**src/rtl/coh_arb_pkg.sv**
```systemverilog
package coh_arb_pkg;

    localparam int N_CLI = 4;
    localparam int CID_W = 2;

    typedef logic [CID_W-1:0] cli_t;

    localparam cli_t CL_FILL  = 2'd0;
    localparam cli_t CL_ATOM  = 2'd1;
    localparam cli_t CL_STORE = 2'd2;
    localparam cli_t CL_CFG   = 2'd3;

    // header bit positions
    localparam int HB_BC   = 0;
    localparam int HB_UPD  = 1;
    localparam int HB_CLI  = 2;
    localparam int HB_DEST = HB_CLI + CID_W;

    typedef enum logic [1:0] {
        PH_IDLE,
        PH_HEAD,
        PH_BODY
    } phase_e;

    typedef struct packed {
        logic valid;
        cli_t cli;
        logic bcast;
        logic upd;
    } grant_t;

    // a multicast from the atomic or store path updates copies; all else invalidates
    function automatic logic mc_is_update(cli_t c);
        return (c == CL_ATOM) || (c == CL_STORE);
    endfunction

endpackage

```
**src/rtl/coh_rr_pick.sv**
```systemverilog
module coh_rr_pick
    import coh_arb_pkg::*;
(
    input  cli_t              last_cli,
    input  logic [N_CLI-1:0]  mc_req,
    input  logic [N_CLI-1:0]  bc_req,
    output grant_t            gnt
);

    cli_t idx;

    always_comb begin
        gnt = '0;
        idx = '0;
        // scan starts one above the last served source and wraps
        for (int i = 0; i < N_CLI; i++) begin
            idx = last_cli + CID_W'(i + 1);
            if (!gnt.valid && (mc_req[idx] || bc_req[idx])) begin
                gnt.valid = 1'b1;
                gnt.cli   = idx;
                gnt.bcast = !mc_req[idx];
            end
        end
        gnt.upd = gnt.valid && !gnt.bcast && mc_is_update(gnt.cli);
    end

endmodule

```
**src/rtl/coh_flit_ser.sv**
```systemverilog
module coh_flit_ser
    import coh_arb_pkg::*;
#(
    parameter int DEST_W = 8,
    parameter int LINE_W = 26,
    parameter int FLIT_W = 40
) (
    input  logic              clk,
    input  logic              rst,
    input  grant_t            gnt,
    input  logic [DEST_W-1:0] dest_in,
    input  logic [LINE_W-1:0] line_in,
    input  logic              flit_ready,
    output logic              idle,
    output logic              done,
    output cli_t              last_cli,
    output cli_t              srv_cli,
    output logic              srv_bc,
    output logic              flit_valid,
    output logic [FLIT_W-1:0] flit_data,
    output logic              flit_eop
);

    phase_e            ph;
    logic              cur_upd;
    logic [DEST_W-1:0] cur_dest;
    logic [LINE_W-1:0] cur_line;

    always_ff @(posedge clk) begin
        if (rst) begin
            ph       <= PH_IDLE;
            last_cli <= CL_CFG;
            srv_cli  <= '0;
            srv_bc   <= 1'b0;
            cur_upd  <= 1'b0;
            cur_dest <= '0;
            cur_line <= '0;
        end else begin
            case (ph)
                PH_IDLE: begin
                    if (gnt.valid) begin
                        ph       <= PH_HEAD;
                        srv_cli  <= gnt.cli;
                        srv_bc   <= gnt.bcast;
                        cur_upd  <= gnt.upd;
                        cur_dest <= dest_in;
                        cur_line <= line_in;
                    end
                end
                PH_HEAD: begin
                    if (flit_ready) ph <= PH_BODY;
                end
                PH_BODY: begin
                    if (flit_ready) begin
                        ph       <= PH_IDLE;
                        last_cli <= srv_cli;
                    end
                end
                default: ph <= PH_IDLE;
            endcase
        end
    end

    assign idle       = (ph == PH_IDLE);
    assign flit_valid = (ph == PH_HEAD) || (ph == PH_BODY);
    assign flit_eop   = (ph == PH_BODY);
    assign done       = (ph == PH_BODY) && flit_ready;

    always_comb begin
        flit_data = '0;
        if (ph == PH_HEAD) begin
            flit_data[HB_BC]             = srv_bc;
            flit_data[HB_UPD]            = cur_upd;
            flit_data[HB_CLI +: CID_W]   = srv_cli;
            flit_data[HB_DEST +: DEST_W] = cur_dest;
        end else if (ph == PH_BODY) begin
            flit_data[LINE_W-1:0] = cur_line;
        end
    end

endmodule

```
**src/rtl/coh_evt_cnt.sv**
```systemverilog
module coh_evt_cnt #(
    parameter int CNT_W = 16
) (
    input  logic             clk,
    input  logic             rst,
    input  logic             inc_upd,
    input  logic             inc_inv,
    output logic [CNT_W-1:0] upd_count,
    output logic [CNT_W-1:0] inv_count
);

    always_ff @(posedge clk) begin
        if (rst) begin
            upd_count <= '0;
            inv_count <= '0;
        end else begin
            if (inc_upd) upd_count <= upd_count + 1'b1;
            if (inc_inv) inv_count <= inv_count + 1'b1;
        end
    end

endmodule

```
**src/rtl/coh_cmd_arb.sv**
```systemverilog
module coh_cmd_arb
    import coh_arb_pkg::*;
#(
    parameter int DEST_W = 8,
    parameter int LINE_W = 26,
    parameter int FLIT_W = 40,
    parameter int CNT_W  = 16
) (
    input  logic                          clk,
    input  logic                          rst,
    input  logic [N_CLI-1:0]              mc_req,
    input  logic [N_CLI-1:0]              bc_req,
    input  logic [N_CLI-1:0][DEST_W-1:0]  cli_dest,
    input  logic [N_CLI-1:0][LINE_W-1:0]  cli_line,
    input  logic                          flit_ready,
    output logic                          flit_valid,
    output logic [FLIT_W-1:0]             flit_data,
    output logic                          flit_eop,
    output logic [N_CLI-1:0]              ack_mc,
    output logic [N_CLI-1:0]              ack_bc,
    output logic [CNT_W-1:0]              upd_count,
    output logic [CNT_W-1:0]              inv_count
);

    grant_t gnt;
    cli_t   last_cli;
    cli_t   srv_cli;
    logic   srv_bc;
    logic   idle;
    logic   done;
    logic   take;

    coh_rr_pick u_pick (
        .last_cli (last_cli),
        .mc_req   (mc_req),
        .bc_req   (bc_req),
        .gnt      (gnt)
    );

    coh_flit_ser #(
        .DEST_W (DEST_W),
        .LINE_W (LINE_W),
        .FLIT_W (FLIT_W)
    ) u_ser (
        .clk        (clk),
        .rst        (rst),
        .gnt        (gnt),
        .dest_in    (cli_dest[gnt.cli]),
        .line_in    (cli_line[gnt.cli]),
        .flit_ready (flit_ready),
        .idle       (idle),
        .done       (done),
        .last_cli   (last_cli),
        .srv_cli    (srv_cli),
        .srv_bc     (srv_bc),
        .flit_valid (flit_valid),
        .flit_data  (flit_data),
        .flit_eop   (flit_eop)
    );

    assign take = idle && gnt.valid;

    coh_evt_cnt #(
        .CNT_W (CNT_W)
    ) u_cnt (
        .clk       (clk),
        .rst       (rst),
        .inc_upd   (take && gnt.upd),
        .inc_inv   (take && !gnt.upd),
        .upd_count (upd_count),
        .inv_count (inv_count)
    );

    for (genvar c = 0; c < N_CLI; c++) begin : g_ack
        assign ack_mc[c] = done && !srv_bc && (srv_cli == cli_t'(c));
        assign ack_bc[c] = done &&  srv_bc && (srv_cli == cli_t'(c));
    end

endmodule

```
**config.mk**
```make
export PLATFORM = sky130hd
export DESIGN_NAME = coh_cmd_arb
export DESIGN_NICKNAME = d
export VERILOG_FILES = /design/src/rtl/coh_arb_pkg.sv /design/src/rtl/coh_rr_pick.sv /design/src/rtl/coh_flit_ser.sv /design/src/rtl/coh_evt_cnt.sv /design/src/rtl/coh_cmd_arb.sv
export SDC_FILE = /design/constraint.sdc
export NUM_CORES = 1
export LEC_CHECK = 0
export BUFFER_PORTS_ARGS = -buffer_cell sky130_fd_sc_hd__buf_2
export CORE_ASPECT_RATIO = 1.2
export CORE_MARGIN = 5
export CORE_UTILIZATION = 47
export DETAILED_ROUTE_END_ITERATION = 10
export PLACE_DENSITY = 0.78
export SETUP_SLACK_MARGIN = 0.15
export SLEW_MARGIN = 20
export SYNTH_ARGS = -nofsm -noshare
export SYNTH_HDL_FRONTEND = slang
export SYNTH_SLANG_ARGS = --single-unit
```
**constraint.sdc**
```tcl
create_clock -name clk -period 4.2 [get_ports clk]
set_clock_uncertainty 0.05 [all_clocks]
set_input_delay 1.26 -clock clk [delete_from_list [all_inputs] [get_ports clk]]
set_output_delay 1.26 -clock clk [all_outputs]
set_load 0.02 [all_outputs]
```
# ---- Word-level counts from Yosys, hierarchy flattened
# Index checks and enable logic that the tools add are counted.
dict set report totals {
  rom_bits 0
  latchBits 0
  memories 0
  regBits 74
  ram_bits 0
  out_inout_bits 82
}
dict set report classes {
  n_div 0
  addsub 5
  order_cmp 5
  muxes 31
  n_eq_ne 10
  n_bitwise 0
  shift 0
  reduce_logical 40
  multipliers 0
}
# op n
set op_table {}
lappend op_table {{26-bit binary-select mux with 2-bit select} 1}
lappend op_table {{26-bit 2-to-1 mux} 2}
lappend op_table {{16-bit by 1-bit adder with 16-bit output, second input constant} 2}
lappend op_table {{1-bit logical AND} 19}
lappend op_table {{1-bit binary-select mux with 2-bit select} 8}
lappend op_table {{8-bit binary-select mux with 2-bit select} 1}
lappend op_table {{4-bit 2-to-1 mux} 4}
lappend op_table {{2-bit by 3-bit < comparator with 1-bit output, second input constant} 5}
lappend op_table {{14-bit 2-to-1 mux} 1}
lappend op_table {{12-bit 2-to-1 mux} 1}
lappend op_table {{1-bit logical NOT} 10}
lappend op_table {{2-bit equality test, second input constant} 4}
lappend op_table {{1-bit 2-to-1 mux} 8}
lappend op_table {{8-bit 2-to-1 mux} 1}
lappend op_table {{2-bit by 1-bit equality test with 1-bit output, second input constant} 3}
lappend op_table {{1-bit logical OR} 6}
lappend op_table {{2-bit 2-to-1 mux} 3}
lappend op_table {{2-bit != test, second input constant} 3}
lappend op_table {{2-bit case mux with 3 select lines} 1}
lappend op_table {{2-bit adder, second input constant} 2}
lappend op_table {{2-bit logical NOT} 2}
lappend op_table {{2-bit AND reduction} 2}
lappend op_table {{3-bit AND reduction} 1}
lappend op_table {{2-bit by 1-bit adder with 2-bit output, second input constant} 1}

# ---- Depth between registers and ports, before layout
dict set report logic_depth {
  ltp_word 19
  ltp_mapped 13
  depth_no_buf 8
}

# ---- Cells and area by module
# Synthesis repeated with hierarchy kept, for this count alone.
dict set report unflattened {
  cells_unflattened 525
  hier_area_um2 4820.9
}
# mod cells_per_inst instances area_each_um2
set by_module_without_submodules {}
lappend by_module_without_submodules {coh_flit_ser 264 1 1969.4}
lappend by_module_without_submodules {coh_evt_cnt 169 1 1493.9}
lappend by_module_without_submodules {coh_cmd_arb 52 1 963.4}
lappend by_module_without_submodules {coh_rr_pick 40 1 394.1}

# ---- Worst setup path before layout
# No wires, ideal clock.
dict set report synth_timing {
  path_type {in2reg}
  start {input port mc_req[1]}
  end {register u_ser.cur_dest[0]}
  arrival_time_ns 3.348
  cell_stages 9
  setup_slack_ns 0.685
  n_path_buf 2
  path_cell_list {mux4_2 > o31ai_2 > nor2_1 > a21oi_1 > buf_2 > buf_2 > mux2i_1 > mux2i_1 > a22o_1}
}
dict set report synth_between {
  elab_chain_len 15
}
# item line
set synth_rtl {}
lappend synth_rtl {{start, declared} coh_cmd_arb.sv:11} ;# input logic [N_CLI-1:0] mc_req,
lappend synth_rtl {{1-bit binary-select mux with 2-bit select} coh_rr_pick.sv:18} ;# if (!gnt.valid && (mc_req[idx] || bc_req[idx])) begin
lappend synth_rtl {{1-bit 2-to-1 mux (not written as such)} coh_rr_pick.sv:18}
lappend synth_rtl {{1-bit logical OR} coh_rr_pick.sv:18}
lappend synth_rtl {{4-bit 2-to-1 mux} coh_rr_pick.sv:18}
lappend synth_rtl {{1-bit logical NOT} coh_rr_pick.sv:18}
lappend synth_rtl {{1-bit logical AND} coh_rr_pick.sv:18}
lappend synth_rtl {{4-bit 2-to-1 mux} coh_rr_pick.sv:18}
lappend synth_rtl {{1-bit logical NOT} coh_rr_pick.sv:18}
lappend synth_rtl {{1-bit logical AND} coh_rr_pick.sv:18}
lappend synth_rtl {{4-bit 2-to-1 mux} coh_rr_pick.sv:18}
lappend synth_rtl {{1-bit logical NOT} coh_rr_pick.sv:18}
lappend synth_rtl {{1-bit logical AND} coh_rr_pick.sv:18}
lappend synth_rtl {{4-bit 2-to-1 mux *} coh_rr_pick.sv:18}
lappend synth_rtl {{8-bit binary-select mux with 2-bit select} coh_cmd_arb.sv:48} ;# .dest_in (cli_dest[gnt.cli]),
lappend synth_rtl {{8-bit 2-to-1 mux (not written as such)} coh_cmd_arb.sv:48}
lappend synth_rtl {{end signal, assigned} coh_flit_ser.sv:46} ;# cur_dest <= dest_in;
lappend synth_rtl {{end, declared} coh_flit_ser.sv:26} ;# logic [DEST_W-1:0] cur_dest;
# Mark *: on every way between the ends. The rest lies on a longest branch, timed or not. The select of a mux whose other input is x is not followed.
# A chain may end at the register's enable or synchronous reset.

# ---- Final worst setup path
dict set report layout_timing {
  start {input port mc_req[2]}
  end {register u_cnt.upd_count[6]}
}
dict set report layout_between {
  elab_chain_len 17
}
# item line
set layout_rtl {}
lappend layout_rtl {{1-bit binary-select mux with 2-bit select} {coh_rr_pick.sv:18, coh_rr_pick.sv:21}}
lappend layout_rtl {{1-bit 2-to-1 mux (not written as such)} {coh_rr_pick.sv:18, coh_rr_pick.sv:21}}
lappend layout_rtl {{1-bit logical OR} coh_rr_pick.sv:18}
lappend layout_rtl {{4-bit 2-to-1 mux} coh_rr_pick.sv:18}
lappend layout_rtl {{1-bit logical NOT} coh_rr_pick.sv:18}
lappend layout_rtl {{1-bit logical AND} coh_rr_pick.sv:18}
lappend layout_rtl {{4-bit 2-to-1 mux} coh_rr_pick.sv:18}
lappend layout_rtl {{1-bit logical NOT} coh_rr_pick.sv:18}
lappend layout_rtl {{1-bit logical AND} coh_rr_pick.sv:18}
lappend layout_rtl {{4-bit 2-to-1 mux} coh_rr_pick.sv:18}
lappend layout_rtl {{1-bit logical NOT} coh_rr_pick.sv:18}
lappend layout_rtl {{1-bit logical AND} coh_rr_pick.sv:18}
lappend layout_rtl {{4-bit 2-to-1 mux *} coh_rr_pick.sv:18}
lappend layout_rtl {{2-bit by 1-bit equality test with 1-bit output, or another cell as far along} coh_arb_pkg.sv:34} ;# return (c == CL_ATOM) || (c == CL_STORE);
lappend layout_rtl {{1-bit logical OR / 1-bit logical AND (equally long branches)} {coh_arb_pkg.sv:34, coh_rr_pick.sv:24}}
lappend layout_rtl {{1-bit logical AND} coh_rr_pick.sv:24} ;# gnt.upd = gnt.valid && !gnt.bcast && mc_is_update(gnt.cli);
lappend layout_rtl {{1-bit logical AND *} coh_cmd_arb.sv:68} ;# .inc_upd (take && gnt.upd),
lappend layout_rtl {{end signal, assigned} coh_evt_cnt.sv:17} ;# if (inc_upd) upd_count <= upd_count + 1'b1;
lappend layout_rtl {{end, declared} coh_evt_cnt.sv:8} ;# output logic [CNT_W-1:0] upd_count,
# Marked as above.

==> flow_summary.json <==
{
  "outcome": "complete, no violations",
  "fin_nets": 884,
  "pre_cts_ws_ns": 0.2425,
  "syn-cell-area_sq_mm": 0.004781,
  "avgSynthCellArea_sq_um": 8.936,
  "mostFrequentLayoutCells": "buf_2, mux2i_1, dfxtp_1",
  "fp.dieW_um": 102.1,
  "cp.buffers_inverters": 1,
  "wl_mm": 13.60,
  "crit_required_ns": 4.40,
  "synth_edf_count": 0,
  "drv_cap": 0,
  "layout_commonest_cell": "buf_2",
  "wl_per_cell_um": 15.75,
  "post_cts_buffers": 0,
  "cts_num_sinks": 74,
  "die_height_um": 120.5,
  "final.setup.worst_slack_ns": 0.5619,
  "critPathMaxFanout": 10,
  "drive_gt1_share_pct": 35.82,
  "portBuffers": 214,
  "ant_nets": 0,
  "tightest_slew_ns": 0.8359,
  "seq_area_frac_synth_pct": 30.99,
  "clkSlewWorstSetupHoldPaths_ns": 0.06,
  "p_per_area_mw_per_mm2": 405.2,
  "route.detailed.drc": 0,
  "dr_total_vias": 4644,
  "p_leak_nw": 3.061,
  "clock_latency_ns": 0.33,
  "fmax_ghz": 0.2749,
  "io_pins": 229,
  "postSynth.asyncResetShare_pct": 0,
  "grt_setup_unrepaired": "false",
  "clk_path_buf_depth": 2,
  "slowest_delay_ns": 0.52,
  "cts_made_buffers": 9,
  "syn_inst": 535,
  "final_util_pct": 61.94,
  "fin_tns_setup_ns": 0,
  "drtPass1Iterations": 4,
  "postCtsHoldBufs": 0,
  "antenna_found_initial": 1,
  "first_global_vias": 4700,
  "grt_usage_pct": 22.09,
  "tritoncts": "yes",
  "drt_iter0_drc": 167,
  "place_congestion": 0.9069,
  "hpwlAfterDp_mm": 10.81,
  "grt_overflow": 0,
  "placementRows": 40,
  "grt_first_pass_wirelength_mm": 22.11,
  "cp_cell_sequence": "buf_2 -> mux4_2 -> nor2_1 -> a31o_1 -> a31oi_4 -> xnor2_2 -> nand4_1 -> or3_1 -> a21oi_1",
  "worst_setup_path_end_kind": "flip-flop",
  "startpoint_type": "input port",
  "slew_violations": 0,
  "hold_class": "flip-flop to flip-flop",
  "cts_resized": 0,
  "crit_type": "input port to flip-flop",
  "core_sq_mm": 0.01001,
  "maxSlewHeadroom_pct": 44.15,
  "cp_top_family": "simple AND/OR/NAND/NOR gates",
  "arrival_ns": 3.84,
  "die_area_sq_mm": 0.01230,
  "post-route-min-period_ns": 3.638,
  "htreeDepth": 3,
  "cts_root_buf": "clkbuf_16",
  "vdd_drop_max_mv": 0.2020,
  "syn2layout_area_growth_pct": 29.68,
  "setup_viol": 0,
  "initial_core_util_pct": 47.76,
  "hold_violations": 0,
  "grt_max_degree": 69,
  "yosys_most_used_dff": "dfxtp_1",
  "ys.warnings.count": 0,
  "fin_crit_sh_pct": 86.62,
  "vias_per_cell": 5.375,
  "critPathSlowestCell": "mux4_2",
  "ys_types": 46,
  "ys_ff_latch": 74
}
## synth_stat cells (2+ instances only)
cell | number | area, sq um
xnor2_1 | 10 | 87.58
nand3_1 | 17 | 85.08
or2_2 | 2 | 12.51
buf_4 | 15 | 112.6
a21oi_1 | 16 | 80.08
o32ai_1 | 2 | 17.52
dfxtp_1 | 74 | 1481
o31ai_1 | 2 | 15.01
mux2i_1 | 104 | 1041
a211oi_1 | 8 | 60.06
mux2_2 | 3 | 33.78
buf_1 | 3 | 11.26
ha_1 | 5 | 62.56
and2_1 | 16 | 100.1
xor2_1 | 12 | 105.1
o21ai_0 | 20 | 100.1
nor2b_1 | 4 | 25.02
mux4_2 | 7 | 157.7
buf_2 | 10 | 50.05
a22o_1 | 34 | 297.8
nor3_1 | 4 | 20.02
buf_6 | 2 | 22.52
clkbuf_1 | 21 | 78.83
and3_1 | 11 | 68.82
and4_1 | 2 | 17.52
a2111oi_2 | 3 | 45.04
nand4_1 | 8 | 50.05
nand2_1 | 41 | 153.9
or3_1 | 6 | 37.54
nor2_1 | 48 | 180.2
inv_1 | 8 | 30.03
nand2b_1 | 3 | 18.77
## area by class of cell
| class | count | area (sq um) |
|---|---|---|
| Timing Repair Buffer | 224 | 1159 |
| Sequential cell | 74 | 1481 |
| Fill cell | 892 | 3810 |
| Antenna cell | 1 | 2.502 |
| Clock inverter | 5 | 37.54 |
| Clock buffer | 11 | 252.7 |
| Inverter | 8 | 30.03 |
| Multi-Input combinational cell | 415 | 3079 |
| Tap cell | 126 | 157.7 |
## sequential cells by signal, summed over array words and instances, names as in the netlist
register / cells
u_ser.srv_bc: 1
u_ser.ph: 2
u_cnt.inv_count: 16
u_ser.cur_upd: 1
u_ser.last_cli: 2
u_cnt.upd_count: 16
u_ser.srv_cli: 2
u_ser.cur_dest: 8
u_ser.cur_line: 26
## worst register-to-register path, cell delays in order, from the launching register on
cell     delay [ns]
dfxtp_1        0.86
mux4_2         0.65
nor2_1         0.24
a31o_1         0.24
a31oi_4        0.11
xnor2_2        0.41
nand4_1        0.35
or3_1          0.41
a21oi_1        0.15
## metal layers
metal | share of wire (%) | wire length [um] | GRT usage (%)
met2 | 51 | 6899 | 38.41
met5 | 0 | 0 | 0
met1 | 38 | 5226 | 25.41
met3 | 7.0 | 953 | 4.328
met4 | 3.9 | 525 | 10.83
## report_power, final
group	switching [mW]	total (mW)	internal [mW]
clock	0.303	0.737	0.434
sequential	0.0835	0.892	0.808
combinational	0.495	0.884	0.389
total	0.881	2.51	1.63
## path summary, 6_finish.rpt
kind,startpoint,end,slack (ns),cells after the start
hold / removal,u_ser.cur_line[25]$_SDFFE_PP0P_,u_ser.cur_line[25]$_SDFFE_PP0P_,0.43,1
setup / recovery,mc_req[2],u_cnt.upd_count[6]$_SDFFE_PP0P_,0.56,9
setup reg to reg,u_ser.last_cli[0]$_SDFFE_PP1P_,u_cnt.upd_count[6]$_SDFFE_PP0P_,0.65,8
hold reg to reg,u_ser.cur_line[25]$_SDFFE_PP0P_,u_ser.cur_line[25]$_SDFFE_PP0P_,0.43,1
## cell families after synthesis
logic type | count (synthesis) | share of synthesized area [%]
muxes | 114 | 25.78
and+or+nand+nor | 165 | 16.54
AOI/OAI and AO/OA | 94 | 14.55
xor gates and xnor gates | 23 | 4.371
adders and majority gates | 5 | 1.309
DFF | 74 | 30.99
buffers and inverters | 59 | 6.386
other | 1 | 0.07844
## metrics by stage
| stage | cell area (sq um) | instances | total power, mW | hold WS [ns] |
|---|---|---|---|---|
| 2_1_floorplan | 4830 | 548 | 1.538 | 0.3840 |
| 3_3_place_gp | 5907 | 847 | 1.765 | 0.4006 |
| 3_5_place_dp | 5907 | 847 | 1.795 | 0.4061 |
| 4_1_cts | 6197 | 863 | 2.532 | 0.4223 |
| 5_1_grt | 6200 | 864 | 2.658 | 0.4414 |
| 6_report | 6200 | 864 | 2.512 | 0.4252 |
No activity file was read; power rests on OpenSTA's default activity.
